File: src/rtl/spi_boot_loader.sv
module spi_boot_loader #(
  parameter logic [31:0] IMEM_BASE = 32'h0000_8000
) (
  input  logic        clk,
  input  logic        rst_n,
  input  logic        sw_reset,
  input  logic        cfg_bypass,
  input  logic        spi_sck,
  input  logic        spi_cs_n,
  input  logic        spi_mosi,
  output logic [63:0] gpio_wait,
  output logic        mem_we,
  output logic [31:0] mem_addr,
  output logic [7:0]  mem_wdata,
  input  logic        mem_ready,
  output logic        start_pulse,
  output logic [31:0] start_addr
);
  localparam int PIN_W = 6;
  localparam int HDR_LAST = 9;

  typedef enum logic [2:0] {S_HDR, S_DEC, S_PAY, S_FILL, S_DONE} st_t;

  logic [2:0] sck_s, cs_s;
  logic [1:0] mosi_s;
  logic [2:0] bit_cnt;
  logic [6:0] shreg;
  logic [7:0] rx_byte;
  logic       byte_vld;

  st_t         st;
  logic [3:0]  hcnt;
  logic [31:0] cnt_q;
  logic        fill_q, final_q;
  logic [2:0]  pin_lo, pin_hi;
  logic [PIN_W-1:0] pin_q;

  wire sck_rise = sck_s[1] & ~sck_s[2];
  wire accept   = mem_we & mem_ready;
  wire busy     = (st == S_DEC) | (st == S_FILL) | (mem_we & ~mem_ready);
  wire [PIN_W-1:0] pin = (st == S_DEC) ? {pin_hi, pin_lo} : pin_q;

  assign gpio_wait  = busy ? (64'd1 << pin) : 64'd0;
  assign start_addr = IMEM_BASE;

  always_ff @(posedge clk or negedge rst_n) begin
    if (!rst_n) begin
      sck_s  <= '0;
      cs_s   <= '1;
      mosi_s <= '0;
    end else begin
      sck_s  <= {sck_s[1:0], spi_sck};
      cs_s   <= {cs_s[1:0], spi_cs_n};
      mosi_s <= {mosi_s[0], spi_mosi};
    end
  end

  always_ff @(posedge clk or negedge rst_n) begin
    if (!rst_n) begin
      bit_cnt  <= '0;
      shreg    <= '0;
      rx_byte  <= '0;
      byte_vld <= 1'b0;
    end else begin
      byte_vld <= 1'b0;
      if (cs_s[1] || sw_reset) begin
        bit_cnt <= '0;
      end else if (sck_rise) begin
        shreg   <= {shreg[5:0], mosi_s[1]};
        bit_cnt <= bit_cnt + 3'd1;
        if (bit_cnt == 3'd7) begin
          rx_byte  <= {shreg, mosi_s[1]};
          byte_vld <= 1'b1;
        end
      end
    end
  end

  always_ff @(posedge clk or negedge rst_n) begin
    if (!rst_n) begin
      st          <= S_HDR;
      hcnt        <= '0;
      cnt_q       <= '0;
      mem_addr    <= '0;
      mem_wdata   <= '0;
      mem_we      <= 1'b0;
      fill_q      <= 1'b0;
      final_q     <= 1'b0;
      pin_lo      <= '0;
      pin_hi      <= '0;
      pin_q       <= '0;
      start_pulse <= 1'b0;
    end else begin
      start_pulse <= 1'b0;
      if (sw_reset) begin
        mem_we <= 1'b0;
        hcnt   <= '0;
        if (cfg_bypass) begin
          st          <= S_DONE;
          start_pulse <= 1'b1;
        end else begin
          st <= S_HDR;
        end
      end else begin
        case (st)
          S_HDR: if (byte_vld) begin
            if (hcnt < 4'd4)       mem_addr[hcnt[1:0]*8 +: 8] <= rx_byte;
            else if (hcnt < 4'd8)  cnt_q[hcnt[1:0]*8 +: 8] <= rx_byte;
            else if (hcnt == 4'd8) begin
              fill_q <= rx_byte[0];
              pin_lo <= rx_byte[7:5];
            end else begin
              pin_hi  <= rx_byte[2:0];
              final_q <= rx_byte[7];
            end
            if (hcnt == 4'(HDR_LAST)) begin
              hcnt <= '0;
              st   <= S_DEC;
            end else begin
              hcnt <= hcnt + 4'd1;
            end
          end
          S_DEC: begin
            pin_q <= {pin_hi, pin_lo};
            if (cnt_q == '0) begin
              if (final_q) begin
                start_pulse <= 1'b1;
                st          <= S_DONE;
              end else begin
                st <= S_HDR;
              end
            end else begin
              st <= fill_q ? S_FILL : S_PAY;
            end
          end
          S_PAY, S_FILL: begin
            if (accept) begin
              mem_we   <= 1'b0;
              mem_addr <= mem_addr + 32'd1;
              if (cnt_q == '0) begin
                if (final_q) begin
                  start_pulse <= 1'b1;
                  st          <= S_DONE;
                end else begin
                  st <= S_HDR;
                end
              end
            end else if (!mem_we && cnt_q != '0 && (st == S_FILL || byte_vld)) begin
              mem_we    <= 1'b1;
              mem_wdata <= (st == S_FILL) ? 8'h00 : rx_byte;
              cnt_q     <= cnt_q - 32'd1;
            end
          end
          default: ;
        endcase
      end
    end
  end
endmodule


File: config.mk
export PLATFORM = sky130hd
export DESIGN_NAME = spi_boot_loader
export DESIGN_NICKNAME = d
export VERILOG_FILES = /design/src/rtl/spi_boot_loader.sv
export SDC_FILE = /design/constraint.sdc
export NUM_CORES = 1
export LEC_CHECK = 0
export ABC_AREA = 0
export ABC_CLOCK_PERIOD_IN_PS = 2280
export CORE_MARGIN = 1.5
export CORE_UTILIZATION = 30
export DETAILED_ROUTE_END_ITERATION = 8
export PLACE_DENSITY = 0.62
export REMOVE_ABC_BUFFERS = 1
export SLEW_MARGIN = 5
export SYNTH_ARGS = -nofsm -noshare
export SYNTH_HDL_FRONTEND = slang
export SYNTH_SLANG_ARGS = --single-unit
File: constraint.sdc
create_clock -name clk -period 2.28 [get_ports clk]
set_input_delay 0.228 -clock clk [delete_from_list [all_inputs] [get_ports clk]]
set_output_delay 0.228 -clock clk [all_outputs]
set_load 0.1 [all_outputs]
==> flow_summary.yaml, run 1 <==
outcome:
  status: "finished, violations left"
  failed_checks: "negative setup slack"
power_and_ir_drop:
  switchingPower_mw: 4.59
  power_density_nw_per_um2: 897
  swShare: 0.413
  pwr-share-clk: 0.282
  leakagePower_nw: 5.00
  ir_worst_vdd_uv: 657
  p_seq_frac: 0.232
  total_power_mw: 11.1
  p_comb_frac: 0.486
  p_int_mw: 6.54
cts:
  cts_buffers: 17
  clock-root-buffer: "clkbuf_16"
  cts.sinks: 121
  clk_latency_ns: 0.43
  cts_tree: "yes"
  clk_pin_slew_worst_paths_ns: 0.06
  cts_max_level: 4
  clock_path_buffers: 2
critical_path:
  crit_path_top_delay_cell: "or3b_4"
  cp.arrival_ns: 2.41
  cp_data_required_time_ns: 2.05
  max_stage_delay_ns: 0.44
  crit_type: "flop to output pin"
  critPathLaunchType: "flop"
  crit_path_end_kind: "output pin"
  cp_cell_sequence: "or3b_4, or3_4, o31ai_4, nand2_1, nor2_2, buf_12"
  crit_fanout: 5
timing:
  rsz0062_at_grt: "yes"
  fin_skew_ns: 0.00758
  fmax_mhz: 380
  period_share: 1.16
  min_period_ns: 2.63
  worst_slack_ns: -0.354
  slew_viol_final: 0
  slew_headroom: 0.484
  setup_viol: 64
  final_hold_viol_count: 0
  worst_pin_slew_ns: 0.770
logic_synthesis:
  async_flop_share: 1.00
  synth_edf_count: 0
  netlist_area_um2: 7810
  syn_inst: 906
  seq_area_frac_synth: 0.388
  yosys_warnings: 0
  avgSynthCellArea_um2: 8.62
  ys_types: 74
  synth_flop_cell: "dfrtp_1"
  synth_seq_cells: 121
global_route:
  antenna_found_initial: 0
  first_global_vias: 8000
  grt_pass1_wl_mm: 43.7
  grt_start_max_net_pins: 57
  grt_overflow: 0
  track_usage: 0.208
die:
  row_count: 58
  initial_core_util: 0.308
  fp.dieW_um: 164
  core_um2: 25300
  io-pin-count: 146
  die_y_um: 164
  dieArea_um2: 27000
finish:
  stdcell_count: 1465
  fillers: 2188
  final_cell_mix: "buf_4, dfrtp_1, buf_12, nand2_1, o21ai_0"
  diodes: 0
  finalNetCount: 1139
  syn_to_final_growth_pct: 59.0
  drive_gt1_frac: 0.390
  final_common_cell: "buf_4"
detailed_routing:
  vias: 8191
  vias_per_cell: 5.59
  drt_iter0_drc: 798
  drt_wl_total_mm: 28.3
  wire_per_inst_um: 19.3
  drc: 0
  dr.pass1.iters: 5
  postRouteAntennaNets: 0
placed_design:
  pre_cts_slack_ns: -0.138
  port_buffers: 113
  place.gp.congestion: 0.875
  hpwl_mm: 18.4
  place_inst: 1396
worst_hold_path:
  hold_path_class: "input pin to flop"
job:
  drv_cap: 0
metrics by stage:
stage / utilization / area, um^2 / hold WS, ns / setup TNS (ns)
final: 0.490 / 12400 / 0.220 / -14.33
after global routing: 0.490 / 12400 / 0.224 / -18.66
after CTS: 0.475 / 12000 / 0.220 / -12.59
after detailed placement: 0.409 / 10400 / 0.156 / -4.06
after global placement: 0.409 / 10400 / 0.157 / -0.342
after floorplan: - / 7390 / -0.0676 / -123.52
final timing paths:
path	end	start	cells after the start	slack, ns
hold / removal	cs_s[0]	spi_cs_n	1	0.22
hold reg to reg	sck_s[1]	sck_s[0]	0	0.35
max in group asynchronous	cs_s[0]	rst_n	3	1.41
setup / recovery	gpio_wait[19]	st[2]	6	-0.35
setup reg to reg	cnt_q[11]	st[1]	8	0.02
min in group asynchronous	mem_addr[29]	rst_n	2	0.23
logic make-up after synthesis:
family                   synth area share
XOR/XNOR                          0.00112
adder cells (fa/ha/maj)            0.0144
multiplexers                       0.0521
flip-flops                          0.388
AO/OA/AOI/OAI                       0.232
buffers and inverters              0.0784
other                            0.000962
AND/OR/NAND/NOR                     0.233
state kept, by name (all words and copies together) (netlist names), 3 cells and up:
name / flops
cnt_q: 32
mem_addr: 32
mem_wdata: 8
rx_byte: 8
shreg: 7
pin_q: 6
hcnt: 4
bit_cnt: 3
pin_hi: 3
pin_lo: 3
sck_s: 3
st: 3
cell type report:
class,instances,area [um^2],area share
Multi-Input combinational cell,705,5220,0.421
Timing Repair Buffer,255,2980,0.240
Tap cell,330,413,0.0333
Inverter,22,82.6,0.00665
Clock buffer,18,439,0.0354
Sequential cell,121,3030,0.244
Clock inverter,14,246,0.0199
synth_stat cells (all sizes together), types with 6 or more instances:
cell / n / share of area
nor4: 25 / 0.027
ha: 9 / 0.014
nand3: 24 / 0.015
nand3b: 11 / 0.011
a32o: 6 / 0.0077
nand2b: 8 / 0.0064
a22oi: 8 / 0.0077
inv: 22 / 0.011
o31ai: 9 / 0.0087
a21oi: 31 / 0.020
o21ai: 86 / 0.056
mux2i: 8 / 0.010
mux2: 29 / 0.042
a32oi: 12 / 0.013
dfrtp: 119 / 0.38
o22ai: 7 / 0.0056
nand4: 16 / 0.014
a22o: 11 / 0.012
nor3: 25 / 0.020
buf: 68 / 0.057
a31oi: 11 / 0.0088
o211ai: 10 / 0.0096
nor2: 110 / 0.053
o31a: 13 / 0.015
or3: 7 / 0.0056
clkbuf: 21 / 0.011
a211oi: 6 / 0.0058
nand2: 99 / 0.048
o2bb2ai: 14 / 0.016
o221ai: 17 / 0.019
worst max-delay path, delay by kind of cell (launching register included):
family	cells	cell delay (ns)
AND/OR/NAND/NOR	4	1.30
AO/OA/AOI/OAI	1	0.10
flip-flops	1	0.39
buffers and inverters	1	0.20
metal layers:
layer	share of wire	vias to the layer above	GRT usage
li1	-	3743	-
met1	0.42	4024	0.277
met2	0.48	361	0.329
met3	0.073	63	0.0424
met4	0.025	0	0.0798
met5	0	-	0
power groups by stage:
stage	Clock, mW	Sequential, mW	Combinational (mW)
finish	3.14	2.58	5.41
global route	3.27	2.61	5.77
CTS	3.17	2.56	4.94
detailed placement	0	2.59	4.39
global placement	0	2.59	4.34
floorplan	0	2.90	2.25
repair_timing:
item,in CTS,in global routing
buffers inserted,22,12
hold buffers,1,0
cloned,1,1
pin swaps,38,27
gates resized for setup,185,60
endpoints found under the hold margin,18,0
endpoints found under the setup margin,107,107
Note: power is estimated with default switching activity, not from simulation.
==> inputs of run 2 (changes only) <==
- CAP_MARGIN: unset -> 10
==> results of run 2 <==
No change in the layout: final DEF, timing and power equal those of run 1.
==> inputs of run 3 (changes only) <==
- GPL_ROUTABILITY_DRIVEN: unset -> 0
- SLEW_MARGIN: 5 -> 20
==> run 3 against run 2 <==
Compared with the run above:
- die area stayed put
- total power is 2.2% higher
- largest cell class unchanged
- hold slack improved by 0.0059 ns
- critical path type unchanged
- worst setup slack worse by 0.020 ns
- the flow still finishes with violations (negative setup slack)
- global-route usage fell by 0.13 points
- routed wire length grew 6.5%
==> flow_summary.yaml, run 3 (synthesis results as in run 1) <==
timing:
  slew_headroom: 0.505
  period_share: 1.16
  slew_viol_final: 0
  final_hold_viol_count: 0
  min_period_ns: 2.65
  holdWs_ns: 0.226
  rsz0062_at_grt: "yes"
  fmax_mhz: 377
  worst_slack_ns: -0.374
  final.setup.tns_ns: -23.99
  setup_viol: 119
  worst_pin_slew_ns: 0.743
  fin_skew_ns: 0.0113
power_and_ir_drop:
  ir_worst_vdd_uv: 853
  total_power_mw: 11.4
  leakagePower_nw: 5.21
  power_density_nw_per_um2: 866
cts:
  clock_path_buffers: 2
  clk_pin_slew_worst_paths_ns: 0.06
  cts.sinks: 121
  clock-root-buffer: "clkbuf_16"
  clk_latency_ns: 0.43
  cts_buffers: 17
  cts_tree: "yes"
  cts_max_level: 4
critical_path:
  crit_fanout: 4
  critPathLaunchType: "flop"
  cp_data_required_time_ns: 2.05
  crit_path_end_kind: "output pin"
  crit_type: "flop to output pin"
  cp.arrival_ns: 2.43
finish:
  diodes: 0
  finalNetCount: 1170
  final_common_cell: "buf_4"
  final_cell_mix: "buf_4, dfrtp_1, buf_12, nand2_1, nor2_4"
  drive_gt1_frac: 0.457
  fin_util: 0.519
  stdcell_count: 1496
  syn_to_final_growth_pct: 68.2
  reg_top3: "cnt_q: 32 flops, mem_addr: 32 flops"
  stdcell_area_um2: 13100
detailed_routing:
  vias: 8416
  drt_wl_total_mm: 30.1
  dr.pass1.iters: 5
  postRouteAntennaNets: 0
  vias_per_cell: 5.63
  wire_per_inst_um: 20.1
  drt_iter0_drc: 870
  drc: 0
worst_hold_path:
  hold_path_class: "input pin to asynchronous set/reset pin"
die:
  fp.dieW_um: 164
  core_um2: 25300
  io-pin-count: 146
  row_count: 58
  die_y_um: 164
  dieArea_um2: 27000
  initial_core_util: 0.308
job:
  drv_cap: 0
global_route:
  antenna_found_initial: 0
  grt_overflow: 0
  first_global_vias: 7893
  grt_pass1_wl_mm: 43.4
  grt_start_max_net_pins: 57
  track_usage: 0.207
outcome:
  failed_checks: "negative setup slack"
  status: "finished, violations left"
placed_design:
  place_inst: 1396
  hpwl_mm: 18.3
  placed_cell_area_um2: 10400
  pre_cts_slack_ns: -0.0871
  port_buffers: 113
run 3: cell types whose count changed in the layout (fill, tap and decap cells not counted), moves of 7 or more:
cell      previous run  this run
buf_4              150       157
o21ai_0             54        43
nor2_4              52        62
o221ai_1            16         5
o221ai_2             1        10
buf_6               21        36
o21ai_2              1        12
nand2_1             71        64
run 3: area by class of cell:
class	count	area [um^2]
Multi-Input combinational cell	705	5660
Tap cell	330	413
Fill cell	2107	12200
Clock buffer	18	429
Timing Repair Buffer	286	3370
Clock inverter	14	148
Inverter	22	82.6
Sequential cell	121	3030
run 3: final timing paths:
| path | slack, ns | to | cells after the start | startpoint |
|---|---|---|---|---|
| min in group clk | 0.23 | cs_s[0] | 1 | spi_cs_n |
| min | 0.23 | mem_addr[31] | 2 | rst_n |
| max reg2reg | -0.15 | cnt_q[11] | 10 | st[2] |
| max | -0.37 | gpio_wait[4] | 9 | st[2] |
| min reg2reg | 0.35 | cs_s[1] | 0 | cs_s[0] |
| max in group asynchronous | 1.42 | cs_s[1] | 3 | rst_n |
run 3: what timing repair did:
item	4_1_cts	5_1_grt
hold buffers	1	0
hold endpoints to repair	18	0
cloned	1	4
setup buffers	28	37
pin swaps	44	82
setup endpoints to repair	101	125
gates resized for setup	206	157
run 3: per-layer routing:
layer,track usage,part of all wire
met1,0.274,0.41
met5,0,0
met3,0.0409,0.072
met4,0.0777,0.029
met2,0.330,0.48
run 3: report_power, final:
group          switching, mW  total, mW  leakage [nW]  internal (mW)
clock network           1.09       2.70         0.281           1.61
logic                   3.65       6.09          3.30           2.44
registers              0.229       2.59          1.63           2.36
run 3: worst max-delay path, stage by stage (launching register included):
cell and delay (ns):
dfrtp_1 0.42, buf_4 0.16, nor3b_4 0.29, buf_6 0.19, buf_6 0.10, nand3b_1 0.12, nand2_4 0.22, nand2_4 0.14
nor2_4 0.16, buf_12 0.19
